File: src/rtl/lpm_seq_pkg.sv
package lpm_seq_pkg;
  typedef enum logic [1:0] {ST_IDLE, ST_EXEC, ST_DELAY, ST_WAIT} seq_state_e;
  localparam logic [7:0] CMD_END  = 8'h0F;
  localparam logic [7:0] CMD_WAIT = 8'h00;
  localparam logic [1:0] STS_IDLE = 2'd0;
  localparam logic [1:0] STS_RUN  = 2'd1;
  localparam logic [1:0] STS_WAIT = 2'd2;
endpackage

File: src/rtl/lpm_seq_regs.sv
module lpm_seq_regs #(
  parameter int ADDR_W    = 8,
  parameter int DATA_W    = 32,
  parameter int SEQ_DEPTH = 64,
  parameter int DLY_W     = 16,
  localparam int PC_W     = $clog2(SEQ_DEPTH)
) (
  input  logic              clk_i,
  input  logic              rst_ni,
  input  logic [ADDR_W-1:0] addr_i,
  input  logic [DATA_W-1:0] wdata_i,
  input  logic              we_i,
  output logic [DATA_W-1:0] rdata_o,
  input  logic [1:0]        sts_state_i,
  input  logic [PC_W-1:0]   pc_i,
  input  logic              err_i,
  output logic              en_o,
  output logic [PC_W-1:0]   start_idx_o,
  output logic [DLY_W-1:0]  dly_o,
  output logic [7:0]        cmd_o
);
  localparam int WORDS = SEQ_DEPTH / 4;
  localparam int IDX_LSB = 4;
  localparam logic [ADDR_W-1:0] CFG_OFS  = ADDR_W'(8'h08);
  localparam logic [ADDR_W-1:0] STS_OFS  = ADDR_W'(8'h0C);
  localparam logic [ADDR_W-1:0] CTL_OFS  = ADDR_W'(8'h30);
  localparam logic [ADDR_W-1:0] DLY_OFS  = ADDR_W'(8'h34);
  localparam logic [ADDR_W-1:0] SEQ_BASE = ADDR_W'(8'h80);

  logic [DATA_W-1:0] cfg_q, ctl_q, dly_q;
  logic [DATA_W-1:0] seq_words [WORDS];
  logic [ADDR_W-1:0] seq_off;
  logic              seq_hit;

  assign seq_off = addr_i - SEQ_BASE;
  assign seq_hit = (addr_i >= SEQ_BASE) && (seq_off < ADDR_W'(SEQ_DEPTH));

  always_ff @(posedge clk_i or negedge rst_ni) begin
    if (!rst_ni) begin
      cfg_q <= '0;
      ctl_q <= '0;
      dly_q <= '0;
    end else if (we_i) begin
      if (addr_i == CFG_OFS) cfg_q <= wdata_i;
      if (addr_i == CTL_OFS) ctl_q <= wdata_i;
      if (addr_i == DLY_OFS) dly_q <= wdata_i;
    end
  end

  for (genvar w = 0; w < WORDS; w++) begin : g_word
    logic [DATA_W-1:0] word_q;
    always_ff @(posedge clk_i or negedge rst_ni) begin
      if (!rst_ni) word_q <= '0;
      else if (we_i && seq_hit && seq_off[PC_W-1:2] == (PC_W-2)'(w)) word_q <= wdata_i;
    end
    assign seq_words[w] = word_q;
  end

  assign en_o        = ctl_q[0];
  assign start_idx_o = ctl_q[IDX_LSB +: PC_W];
  assign dly_o       = dly_q[DLY_W-1:0];
  assign cmd_o       = seq_words[pc_i[PC_W-1:2]][8*pc_i[1:0] +: 8];

  always_comb begin
    rdata_o = '0;
    if (seq_hit) rdata_o = seq_words[seq_off[PC_W-1:2]];
    else if (addr_i == CFG_OFS) rdata_o = cfg_q;
    else if (addr_i == CTL_OFS) rdata_o = ctl_q;
    else if (addr_i == DLY_OFS) rdata_o = dly_q;
    else if (addr_i == STS_OFS) begin
      rdata_o[1:0]          = sts_state_i;
      rdata_o[8 +: PC_W]    = pc_i;
      rdata_o[16]           = err_i;
    end
  end
endmodule

File: src/rtl/lpm_seq_fsm.sv
module lpm_seq_fsm
  import lpm_seq_pkg::*;
#(
  parameter int SEQ_DEPTH = 64,
  parameter int DLY_W     = 16,
  localparam int PC_W     = $clog2(SEQ_DEPTH)
) (
  input  logic             clk_i,
  input  logic             rst_ni,
  input  logic             en_i,
  input  logic [PC_W-1:0]  start_idx_i,
  input  logic [DLY_W-1:0] dly_i,
  input  logic             wfi_i,
  input  logic             wake_i,
  input  logic [7:0]       cmd_i,
  output seq_state_e       state_o,
  output logic [PC_W-1:0]  pc_o,
  output logic [3:0]       ctrl_o,
  output logic             err_o
);
  localparam logic [PC_W-1:0] LAST_IDX = PC_W'(SEQ_DEPTH - 1);

  seq_state_e       state_q;
  logic [PC_W-1:0]  pc_q;
  logic [DLY_W-1:0] cnt_q;
  logic [3:0]       ctrl_q;
  logic             err_q;

  always_ff @(posedge clk_i or negedge rst_ni) begin
    if (!rst_ni) begin
      state_q <= ST_IDLE;
      pc_q    <= '0;
      cnt_q   <= '0;
      ctrl_q  <= '0;
      err_q   <= 1'b0;
    end else begin
      unique case (state_q)
        ST_IDLE: if (wfi_i && en_i) begin
          pc_q    <= start_idx_i;
          state_q <= ST_EXEC;
        end
        ST_EXEC: begin
          if (cmd_i == CMD_END) begin
            state_q <= ST_IDLE;
          end else if (pc_q == LAST_IDX) begin
            // ran off the end: abort to run-mode outputs
            state_q <= ST_IDLE;
            ctrl_q  <= '0;
            err_q   <= 1'b1;
          end else begin
            pc_q <= pc_q + PC_W'(1);
            if (cmd_i == CMD_WAIT) state_q <= ST_WAIT;
            else if (cmd_i[7]) begin
              cnt_q   <= dly_i;
              state_q <= ST_DELAY;
            end else ctrl_q <= cmd_i[3:0];
          end
        end
        ST_DELAY: if (cnt_q == '0) state_q <= ST_EXEC;
                  else cnt_q <= cnt_q - DLY_W'(1);
        ST_WAIT: if (wake_i) state_q <= ST_EXEC;
        default: state_q <= ST_IDLE;
      endcase
    end
  end

  assign state_o = state_q;
  assign pc_o    = pc_q;
  assign ctrl_o  = ctrl_q;
  assign err_o   = err_q;
endmodule

File: src/rtl/lpm_seq_top.sv
module lpm_seq_top
  import lpm_seq_pkg::*;
#(
  parameter int ADDR_W    = 8,
  parameter int DATA_W    = 32,
  parameter int SEQ_DEPTH = 64,
  parameter int DLY_W     = 16,
  localparam int PC_W     = $clog2(SEQ_DEPTH)
) (
  input  logic              clk_i,
  input  logic              rst_ni,
  input  logic [ADDR_W-1:0] reg_addr_i,
  input  logic [DATA_W-1:0] reg_wdata_i,
  input  logic              reg_we_i,
  output logic [DATA_W-1:0] reg_rdata_o,
  input  logic              wfi_i,
  input  logic              wake_irq_i,
  output logic [3:0]        ctrl_o,
  output logic              lpm_active_o
);
  seq_state_e       state;
  logic [PC_W-1:0]  pc, start_idx;
  logic [DLY_W-1:0] dly;
  logic [7:0]       cmd;
  logic             en, err;
  logic [1:0]       sts_state;

  always_comb begin
    unique case (state)
      ST_IDLE: sts_state = STS_IDLE;
      ST_WAIT: sts_state = STS_WAIT;
      default: sts_state = STS_RUN;
    endcase
  end

  lpm_seq_regs #(.ADDR_W(ADDR_W), .DATA_W(DATA_W), .SEQ_DEPTH(SEQ_DEPTH), .DLY_W(DLY_W)) i_regs (
    .clk_i, .rst_ni,
    .addr_i(reg_addr_i), .wdata_i(reg_wdata_i), .we_i(reg_we_i), .rdata_o(reg_rdata_o),
    .sts_state_i(sts_state), .pc_i(pc), .err_i(err),
    .en_o(en), .start_idx_o(start_idx), .dly_o(dly), .cmd_o(cmd)
  );

  lpm_seq_fsm #(.SEQ_DEPTH(SEQ_DEPTH), .DLY_W(DLY_W)) i_fsm (
    .clk_i, .rst_ni,
    .en_i(en), .start_idx_i(start_idx), .dly_i(dly),
    .wfi_i, .wake_i(wake_irq_i), .cmd_i(cmd),
    .state_o(state), .pc_o(pc), .ctrl_o, .err_o(err)
  );

  assign lpm_active_o = (state != ST_IDLE);
endmodule

File: config.mk
export PLATFORM = sky130hd
export DESIGN_NAME = lpm_seq_top
export DESIGN_NICKNAME = d
export VERILOG_FILES = /design/src/rtl/lpm_seq_pkg.sv /design/src/rtl/lpm_seq_regs.sv /design/src/rtl/lpm_seq_fsm.sv /design/src/rtl/lpm_seq_top.sv
export SDC_FILE = /design/constraint.sdc
export NUM_CORES = 1
export LEC_CHECK = 0
export ABC_AREA = 0
export BUFFER_PORTS_ARGS = -buffer_cell sky130_fd_sc_hd__buf_2
export CAP_MARGIN = 20
export CORE_MARGIN = 3
export CORE_UTILIZATION = 40
export DETAILED_ROUTE_END_ITERATION = 8
export PLACE_DENSITY_LB_ADDON = 0.15
export SLEW_MARGIN = 20
export SYNTH_ARGS = -nofsm -noshare
export SYNTH_HDL_FRONTEND = slang
export SYNTH_SLANG_ARGS = --single-unit
File: constraint.sdc
create_clock -name clk_i -period 4 [get_ports clk_i]
set_input_delay 0.2 -clock clk_i [delete_from_list [all_inputs] [get_ports clk_i]]
set_output_delay 0.2 -clock clk_i [all_outputs]
set_load 0.03 [all_outputs]
**Word-level counts from Yosys, hierarchy flattened**

Index checks and enable logic that the tools add are counted.

- Bits in registers: 637
- Latch bits: 0
- Memory bits (writable): 0
- Memory bits (read-only): 0
- Input bits: 45
- Output and inout port bits: 37
- Logic and storage cells: 144
- Memories: 0

- $add $sub $neg: 3
- $mul: 0
- Divide/modulo/power cells: 0
- Magnitude comparators: 4
- Eq/ne operators: 35
- Shift operators: 1
- Multiplexer cells: 40
- Bitwise logic cells: 3
- Reductions and logical operators: 34

Operators by type and width:

| operator | number |
|---|---|
| binary-select mux 32 bit (select 4 bit) | 2 |
| 2-to-1 mux 32 bit | 7 |
| 2-to-1 mux 16 bit | 5 |
| 2-to-1 mux 6 bit | 6 |
| equality test 4 bit, second input constant | 8 |
| one-hot mux 16 bit (2 select lines) | 1 |
| variable part select 32 x 6 -> 8 bit | 1 |
| equality test 8 x 4 -> 1 bit, second input constant | 3 |
| 2-to-1 mux 2 bit | 10 |
| logical AND 1 bit | 19 |
| equality test 4 x 3 -> 1 bit, second input constant | 4 |
| equality test 8 x 6 -> 1 bit, second input constant | 2 |
| zero test 16 bit | 1 |
| subtractor 16 x 1 -> 16 bit, second input constant | 1 |
| 2-to-1 mux 15 bit | 1 |
| 2-to-1 mux 4 bit | 3 |
| inequality test 2 bit, second input constant | 6 |
| one-hot mux 6 bit (2 select lines) | 1 |
| AND reduction 4 bit | 3 |
| greater-or-equal comparator 5 bit, second input constant | 2 |
| NOT 4 -> 5 bit | 2 |
| equality test 4 x 2 -> 1 bit, second input constant | 2 |
| greater-or-equal comparator 8 bit, second input constant | 1 |
| zero test 8 bit | 1 |
| 19 further kinds | 28 |

**Depth between registers and ports, before layout**

Gate-level depths: netlist of the first run.

- Word-level depth: 10
- Depth in mapped cells: 14
- Mapped depth without buffers: 11

**Cells and area by module**

Synthesis of the first run repeated with hierarchy kept, for this count alone.

- Cells, all modules: 2,265
- Area, all modules: 33,500.9 µm²

By module, submodules not included:

| module | times used | cells each | area an instance (µm²) | seq. area each (µm²) |
|---|---|---|---|---|
| lpm_seq_regs | 1 | 2,048 | 31,686.6 | 15,214.6 |
| lpm_seq_fsm | 1 | 212 | 1,778.0 | 725.7 |
| lpm_seq_top | 1 | 5 | 36.3 | 0.0 |

**Least setup slack after synthesis of the first run**

No wires, ideal clock.

- Path kind: register -> register
- Start: register i_fsm.cnt_q[0]
- End: register i_fsm.cnt_q[0]
- Library setup time: 0.095 ns
- Data arrival time: 2.848 ns
- Required time: 3.905 ns
- Setup slack: 1.056 ns
- Cell stages (with the launch flop): 13
- Path buffers: 1
- Clock period less this slack: 2.944 ns
- Path through: dfrtp_1 inv_1 ha_1 nor3b_1 and2_1 nand2_1 or4_1 or4_1 a21o_1 nand2_1 buf_2 o21ai_0 o31ai_1

- Longest elaborated chain between the ends: 3
- Elaborated cells between the ends (all ways): 6
- Those cells by class: 1 x add/sub; 1 x eq/ne; 2 x mux; 2 x reduce/logical

Ends and longest elaborated chain:

| element | line | RTL |
|---|---|---|
| start, declared | lpm_seq_fsm.sv:25 | `logic [DLY_W-1:0] cnt_q;` |
| start signal, assigned | lpm_seq_fsm.sv:54 | `cnt_q <= dly_i;` |
| start signal, assigned | lpm_seq_fsm.sv:60 | `else cnt_q <= cnt_q - DLY_W'(1);` |
| subtractor 16 x 1 -> 16 bit or zero test 16 bit (tied branches) | lpm_seq_fsm.sv:60, lpm_seq_fsm.sv:59 |  |
| 2-to-1 mux 16 bit or inequality test 2 bit (tied branches) | -- |  |
| one-hot mux 16 bit (2 select lines) or AND reduction 6 bit (tied branches) | -- |  |

Several ways; a longest one is shown, not always the timed one. The select of a mux whose other input is x is not followed.
A chain may end at the register's enable or synchronous reset.

**Worst setup path in the final report of the first run**

- Start: register i_fsm.pc_q[4], in the netlist i_fsm.pc_o[4]
- End: register i_fsm.pc_q[5], in the netlist i_fsm.pc_o[5]

- Longest elaborated chain between the ends: 8
- Elaborated cells between the ends (all ways): 14
- Those cells by class: 1 x add/sub; 4 x eq/ne; 1 x shift; 6 x mux; 1 x bitwise; 1 x reduce/logical

Ends and longest elaborated chain:

| element | line | RTL |
|---|---|---|
| start, declared | lpm_seq_fsm.sv:24 | `logic [PC_W-1:0] pc_q;` |
| start signal, assigned | lpm_seq_fsm.sv:39 | `pc_q <= start_idx_i;` |
| start signal, assigned | lpm_seq_fsm.sv:51 | `pc_q <= pc_q + PC_W'(1);` |
| NOT 4 -> 5 bit (implied by the code) | lpm_seq_regs.sv:62 | `assign cmd_o = seq_words[pc_i[PC_W-1:2]][8*pc_i[1:0] +: 8];` |
| binary-select mux 32 bit (select 4 bit) | lpm_seq_regs.sv:62 |  |
| 2-to-1 mux 32 bit (implied by the code) (2 in series) | lpm_seq_regs.sv:62 |  |
| variable part select 32 x 6 -> 8 bit | lpm_seq_regs.sv:62 |  |
| equality test 8 x 4 -> 1 bit | lpm_seq_fsm.sv:43 | `if (cmd_i == CMD_END) begin` |
| inequality test 2 bit (no line) | -- |  |
| AND reduction 4 bit (no line) | -- |  |

Several ways; a longest one is shown, not always the timed one. The select of a mux whose other input is x is not followed.

==> impl_metrics.yaml, run 1 <==
finish:
  final_nets: 2433
  n_fill_cell: 7098
  layout-drive-gt1-share_pct: 49.4
  areaGrowthSynthToFinish_pct: 13.5
  utilization_pct: 46.3
synthesis:
  seq_area_frac_synth_pct: 48.1
  synthMuxAreaShare_pct: 38.7
  syn_area_um2: 33200
  synth_top_area_share_pct: 48.1
  synth_xor_xnor_area_share_pct: 0
  synthAdderAreaFrac_pct: 0.226
  synth_compound_area_share_pct: 5.22
  synth_enable_flop_cells: 0
  yosysTopAreaCell: "dfrtp_1"
  ys_types: 73
  synth_top_family_by_area: "multiplexers"
  syn_nets: 2394
  netlist_instances: 2343
  ys_warn_count: 0
  synthSimpleGateAreaFrac_pct: 4.57
  synthArstFlopShare_pct: 100
  synthTopCellsByCount: "dfrtp_1 (637), mux2_2 (615), mux4_2 (238), clkbuf_1 (112), nand2_1 (87)"
  post-synth-top-count-cell: "dfrtp_1"
  ys.flop_type: "dfrtp_1"
  synth_seq_cells: 637
  synthTopCellsByArea: "dfrtp_1 (48%), mux2_2 (21%), mux4_2 (16%)"
  syn_avg_cell_area_um2: 14.2
worst_setup_path:
  crit_type: "reg -> reg"
  path_cells: "nor2b_1 > o31ai_1 > o22a_1 > a31oi_1 > nor4_2 > a32oi_4 > o21ai_2 > buf_4 > or4_1 > nand3_1"
  start_kind: "register"
  critPathMaxStageDelay_ns: 0.81
  cp.arrival_ns: 4.31
  cp_data_required_time_ns: 4.55
  cp_max_fo: 27
  crit_slowest_cell: "nor2b_1"
  cp-end-kind: "register"
routing:
  via_per_inst: 6.32
  drc: 0
  drt_first_pass_iters: 5
  routed_wl_um: 110000
  final_antenna_net_count: 0
  num_vias: 22100
  wl_per_cell_um: 31.5
  first_iter_violations: 1992
placed_design:
  hpwl_um: 71300
  gp_congestion: 0.850
  io_buffers: 81
power_and_ir_drop:
  switching_share_pct: 33.5
  total_leakage_power_nw: 16.9
  netSwitchingPower_mw: 7.36
  clockPowerShare_pct: 31.9
  p_int_mw: 14.6
  vdd_ir_drop_max_mv: 0.399
  p_per_area_nw_per_um2: 584
  p_seq_share_pct: 37.3
  combPwrFrac_pct: 30.7
sta:
  fmax_ghz: 0.266
  worst_slew_pin_slew_ns: 1.04
  min_period_ns: 3.76
  hold_viol_final: 0
  rsz0062_at_grt: "no"
  drv_slew: 0
  finalSetupViolCount: 0
  clock_skew_ns: 0.0203
  fin_crit_sh_pct: 93.9
  maxSlewHeadroom_pct: 30.5
  finalSetupTns_ns: 0
clocking:
  insertion_delay_ns: 0.62
  max-clock-path-buffers: 3
  post_cts_buffers: 0
  cts_root_buffer: "clkbuf_16"
  cts_buffers: 74
  cts_hold_buf: 1
  path_clk_slew_ns: 0.06
  cts_tree: "done"
  post_cts_resize_count: 0
  h-tree-depth: 3
  clkSinkCount: 637
floorplanning:
  ioPinCount: 82
  fp.coreArea_um2: 81300
  start_util_pct: 40.8
  fp.dieW_um: 294
  fp.dieH_um: 294
  die_area_um2: 86400
  rows: 104
global_route:
  grt_start_max_net_pins: 94
  grt_pass1_vias: 23300
  grtUsageTotal_pct: 25.7
  gr-total-overflow: 0
  grt_pass1_wl_um: 163000
  antenna_found_initial: 1
outcome:
  status: "complete, no violations"
worst_hold_path:
  min_path_type: "in -> reg"
job:
  max_cap_violations: 0
==> layout make-up <==
type,count,area (um2),share of cell area (%)
Multi-Input combinational cell,1461,16300,43.2
Inverter,15,56.3,0.150
Clock buffer,113,2270,6.03
Timing Repair Buffer,193,1550,4.12
Antenna cell,1,2.50,0.00665
Tap cell,1060,1330,3.52
Sequential cell,637,15900,42.4
Clock inverter,18,234,0.621
==> metrics by stage <==
step                      hold slack, ns  cell area (um2)  cells  setup WS, ns  power, mW
after floorplan                  -0.0956            33200   2343          1.06       12.6
after global placement             0.291            35100   3365         0.294       14.9
after detailed placement           0.295            35100   3365         0.258       15.0
after CTS                         0.0529            37600   3497         0.246       22.1
after global routing               0.100            37700   3498         0.122       22.9
final                              0.101            37700   3498         0.243       22.0
==> per-layer routing <==
| metal | routed length [um] | vias up | part of all wire [%] | global-route usage (%) |
|---|---|---|---|---|
| met5 | 0 | - | 0 | 0 |
| met4 | 4110 | 0 | 3.7 | 9.13 |
| met3 | 7510 | 220 | 6.8 | 5.70 |
| met2 | 51800 | 812 | 47 | 40.7 |
| met1 | 46700 | 12000 | 42 | 35.1 |
| li1 | - | 9054 | - | - |
==> sequential cells by signal (all words and copies together) (netlist names) <==
| signal | flops |
|---|---|
| i_regs.g_word.word_q | 512 |
| i_regs.cfg_q | 32 |
| i_regs.ctl_q | 32 |
| i_regs.dly_q | 32 |
| i_fsm.cnt_q | 16 |
| i_fsm.pc_o | 6 |
| i_fsm.ctrl_o | 4 |
| i_fsm.state_o | 2 |
| i_fsm.err_o | 1 |
==> critical path, delay by kind of cell, from the launching register on <==
kind,cells,cell delay [ns]
flip-flops,1,0.68
AO/OA/AOI/OAI,5,1.24
buffers and inverters,1,0.19
AND/OR/NAND/NOR,4,1.55
==> power groups by stage <==
| stage | logic (mW) | registers [mW] | clock network, mW |
|---|---|---|---|
| finish | 6.75 | 8.21 | 7.02 |
| global route | 7.18 | 8.32 | 7.43 |
| floorplan | 4.76 | 7.87 | 0 |
| global placement | 6.60 | 8.26 | 0 |
| CTS | 6.73 | 8.19 | 7.16 |
| detailed placement | 6.70 | 8.30 | 0 |
==> kinds of logic (layout without fill, tap and decap cells) <==
logic type / Yosys count / in the layout
AO/OA/AOI/OAI: 232 / 232
adder cells (fa/ha/maj): 6 / 6
buffers and inverters: 245 / 339
flip-flops: 637 / 637
multiplexers: 907 / 907
other: 0 / 1
AND/OR/NAND/NOR: 316 / 316
==> placed cells by master, fill, tap and decap left out, drive strengths merged, types with 6 or more instances in the layout <==
cell type	n
nor2b	17
a22oi	38
nand3	18
inv	15
clkbuf	113
nor3	51
a22o	6
o21ai	23
o31ai	8
mux2	615
dfrtp	637
ha	6
mux2i	54
buf	192
nor3b	7
a21oi	48
or3	8
clkinv	10
mux4	238
nand2b	11
or4	7
a221oi	11
nand2	87
a222oi	24
nor2	81
o22ai	12
o211ai	11
nor4	12
and2	7
==> path summary, 6_finish.rpt <==
path / start / end / slack (ns) / cells past startpoint
setup / recovery: i_fsm.pc_o[4]$_DFFE_PN0P_ / i_fsm.pc_o[5]$_DFFE_PN0P_ / 0.24 / 10
hold / removal: reg_wdata_i[15] / i_regs.cfg_q[15]$_DFFE_PN0P_ / 0.10 / 2
setup reg to reg: i_fsm.pc_o[4]$_DFFE_PN0P_ / i_fsm.pc_o[5]$_DFFE_PN0P_ / 0.24 / 10
hold reg to reg: i_fsm.cnt_q[13]$_DFFE_PN0P_ / i_fsm.cnt_q[13]$_DFFE_PN0P_ / 0.50 / 2
max in group asynchronous: rst_ni / i_regs.g_word[7].word_q[4]$_DFFE_PN0P_ / 2.71 / 3
min in group asynchronous: rst_ni / i_regs.cfg_q[12]$_DFFE_PN0P_ / 0.20 / 2
No activity file was read; power rests on OpenSTA's default activity.
==> inputs of run 2 (changes only) <==
--- a/config.mk
+++ b/config.mk
@@ -5,7 +5,7 @@
 export SDC_FILE = /design/constraint.sdc
 export NUM_CORES = 1
 export LEC_CHECK = 0
-export ABC_AREA = 0
+export ABC_AREA = 1
 export BUFFER_PORTS_ARGS = -buffer_cell sky130_fd_sc_hd__buf_2
 export CAP_MARGIN = 20
 export CORE_MARGIN = 3
==> run 2 against run 1 <==
Against the previous run: wire length is 18% higher; critical endpoint is now i_fsm.cnt_q[3]$_DFFE_PN0P_; largest power group unchanged; clock power hardly changed; register-to-register slack better by 0.39 ns; total power is 0.93% lower; clock-buffer cell count is 12 lower.
==> impl_metrics.yaml, run 2 <==
clocking:
  insertion_delay_ns: 0.64
  cts_root_buffer: "clkbuf_16"
  clkSinkCount: 637
  h-tree-depth: 3
  cts_tree: "done"
  path_clk_slew_ns: 0.06
  post_cts_buffers: 0
  cts_buffers: 74
  max-clock-path-buffers: 3
routing:
  routed_wl_um: 130000
  first_iter_violations: 3531
  final_antenna_net_count: 0
  wl_per_cell_um: 23.9
  num_vias: 32000
  drc: 0
  via_per_inst: 5.88
  drt_first_pass_iters: 6
finish:
  finalNonFillerCells: 5434
  regMostFlops: "i_regs.g_word.word_q"
  areaGrowthSynthToFinish_pct: 12.0
  diodes: 0
  final_nets: 4365
  final_common_cell: "nand2_1"
  layout-drive-gt1-share_pct: 8.62
  n_fill_cell: 8311
  utilization_pct: 45.5
  final_cell_mix: "nand2_1 (1311), o21ai_0 (685), nand3_1 (643)"
  largest_reg_flops: 512
placed_design:
  gp_congestion: 0.858
  io_buffers: 81
  hpwl_um: 79100
  dp_cells: 5300
synthesis:
  synth_enable_flop_cells: 0
  syn_avg_cell_area_um2: 7.65
  synth_seq_cells: 637
  netlist_instances: 4391
  syn_area_um2: 33600
  synthTopCellsByCount: "nand2_1 (1316), o21ai_0 (685), nand3_1 (648), dfrtp_1 (637), clkbuf_1 (262)"
  ys_types: 49
  yosysTopAreaCell: "dfrtp_1"
  syn_nets: 4442
  ys_warn_count: 0
  synthArstFlopShare_pct: 100
  post-synth-top-count-cell: "nand2_1"
  synth_top_area_share_pct: 47.5
  seq_area_frac_synth_pct: 47.5
  ys.flop_type: "dfrtp_1"
  synthTopCellsByArea: "dfrtp_1 (47%), nand2_1 (15%), o21ai_0 (10%)"
sta:
  rsz0062_at_grt: "no"
  worst_slew_pin_slew_ns: 1.13
  finalSetupTns_ns: 0
  drv_slew: 0
  fin_crit_sh_pct: 84.2
  clock_skew_ns: 0.0207
  min_period_ns: 3.37
  finalSetupViolCount: 0
  holdWs_ns: 0.0252
  maxSlewHeadroom_pct: 24.7
  hold_viol_final: 0
  fmax_ghz: 0.297
worst_setup_path:
  start_kind: "register"
  cp_data_required_time_ns: 4.55
  crit_type: "reg -> reg"
  cp_max_fo: 59
  cp.arrival_ns: 3.92
  path_cells: "inv_6 > buf_4 > nand2_1 > nand3_1 > nand3_1 > nand2_1 > nand2_1 > nand3_1 > nand3_1 > nand2_1 > nand2_1 > nor2_4 > nand3_4 > nand3b_4 > buf_12 > nand2_1 > o21ai_2"
  worst_path_most_repeated_cell: "nand2_1"
  path_delay_family: "simple AND/OR/NAND/NOR gates"
  cp-end-kind: "register"
  critPathMaxStageDelay_ns: 0.66
  crit_slowest_cell: "dfrtp_4"
  path_buf_inv: 3
outcome:
  status: "complete, no violations"
floorplanning:
  start_util_pct: 40.6
  fp.coreArea_um2: 82600
  die_area_um2: 87500
  fp.dieH_um: 296
  fp.dieW_um: 296
  rows: 105
  ioPinCount: 82
power_and_ir_drop:
  vdd_ir_drop_max_mv: 0.353
  total_leakage_power_nw: 16.6
  p_per_area_nw_per_um2: 579
global_route:
  grt_pass1_wl_um: 196000
  grt_pass1_vias: 30100
  grtUsageTotal_pct: 29.6
  gr-total-overflow: 0
  grt_start_max_net_pins: 98
  antenna_found_initial: 0
job:
  max_cap_violations: 0
worst_hold_path:
  min_path_type: "in -> reg"
==> run 2: cell count changes after synthesis, moves of 50 or more <==
| cell | before | now |
|---|---|---|
| clkbuf_1 | 112 | 262 |
| a22oi_1 | 38 | 111 |
| inv_1 | 11 | 165 |
| nand2_1 | 87 | 1316 |
| o21ai_0 | 20 | 685 |
| mux2_2 | 615 | 0 |
| a31oi_1 | 5 | 78 |
| buf_1 | 81 | 12 |
| mux2i_1 | 54 | 4 |
| nand3_1 | 18 | 648 |
| mux4_2 | 238 | 0 |
==> run 2: per-layer routing <==
metal | global-route usage [%] | up-vias | part of all wire (%) | wire (um)
li1 | - | 14800 | - | -
met1 | 40.8 | 15400 | 43 | 55800
met2 | 45.1 | 1476 | 44 | 57100
met3 | 4.33 | 332 | 7.5 | 9700
met4 | 15.9 | 0 | 5.8 | 7530
met5 | 0 | - | 0 | 0
==> run 2: what timing repair did <==
item | CTS | global route
hold endpoints to repair | 87 | 0
hold buffers | 8 | 0
gates resized for setup | 0 | 0
==> run 2: worst paths after layout <==
kind                                                            to  depth (start not counted)  slack (ns)                       from
hold reg to reg                            i_fsm.err_o$_DFFE_PN0P_                          2        0.45    i_fsm.err_o$_DFFE_PN0P_
setup reg to reg                        i_fsm.cnt_q[3]$_DFFE_PN0P_                         17        0.63  i_fsm.pc_o[2]$_DFFE_PN0P_
hold / removal                        i_fsm.state_o[1]$_DFFE_PN0P_                          5        0.03                 wake_irq_i
setup / recovery                        i_fsm.cnt_q[3]$_DFFE_PN0P_                         17        0.63  i_fsm.pc_o[2]$_DFFE_PN0P_
min in group asynchronous              i_regs.dly_q[3]$_DFFE_PN0P_                          2        0.21                     rst_ni
max in group asynchronous  i_regs.g_word[9].word_q[20]$_DFFE_PN0P_                          3        2.63                     rst_ni
==> run 2: worst register-to-register path, cell delays in order, from the launching register on <==
cell,delay (ns)
dfrtp_4,0.66
inv_6,0.52
buf_4,0.33
nand2_1,0.07
nand3_1,0.07
nand3_1,0.08
nand2_1,0.09
nand2_1,0.05
nand3_1,0.13
nand3_1,0.22
nand2_1,0.19
nand2_1,0.10
nor2_4,0.14
nand3_4,0.10
nand3b_4,0.20
buf_12,0.19
nand2_1,0.09
o21ai_2,0.05
==> run 2: layout make-up <==
cell class	instances	area, um2	share of cell area (%)
Sequential cell	637	16000	42.4
Clock inverter	25	334	0.889
Inverter	175	667	1.77
Multi-Input combinational cell	3207	15300	40.8
Timing Repair Buffer	219	1870	4.97
Tap cell	1070	1340	3.56
Clock buffer	101	2110	5.62
==> run 2: cells by family (layout without fill, tap and decap cells) <==
| group | after synthesis | in the layout | synth area share, % |
|---|---|---|---|
| simple gates | 2123 | 2123 | 26.7 |
| fa+ha+maj | 6 | 6 | 0.224 |
| mux | 4 | 4 | 0.119 |
| compound gates | 1065 | 1065 | 18.0 |
| buf+inv | 547 | 520 | 7.23 |
| xor+xnor | 9 | 9 | 0.235 |
| flops | 637 | 637 | 47.5 |
==> run 2: where the power goes <==
group          total [mW]  internal (mW)  switching [mW]
logic                6.70           2.12            4.58
clock network        7.00           4.15            2.86
registers            8.07           7.30           0.769
==> run 2: stage by stage <==
| step | setup WS (ns) | total power, mW | cell area [um2] |
|---|---|---|---|
| 2_1_floorplan | 1.52 | 12.6 | 33600 |
| 3_3_place_gp | 0.697 | 14.7 | 35100 |
| 3_5_place_dp | 0.647 | 14.7 | 35100 |
| 4_1_cts | 0.642 | 21.8 | 37600 |
| 5_1_grt | 0.418 | 22.9 | 37600 |
| 6_report | 0.632 | 21.8 | 37600 |
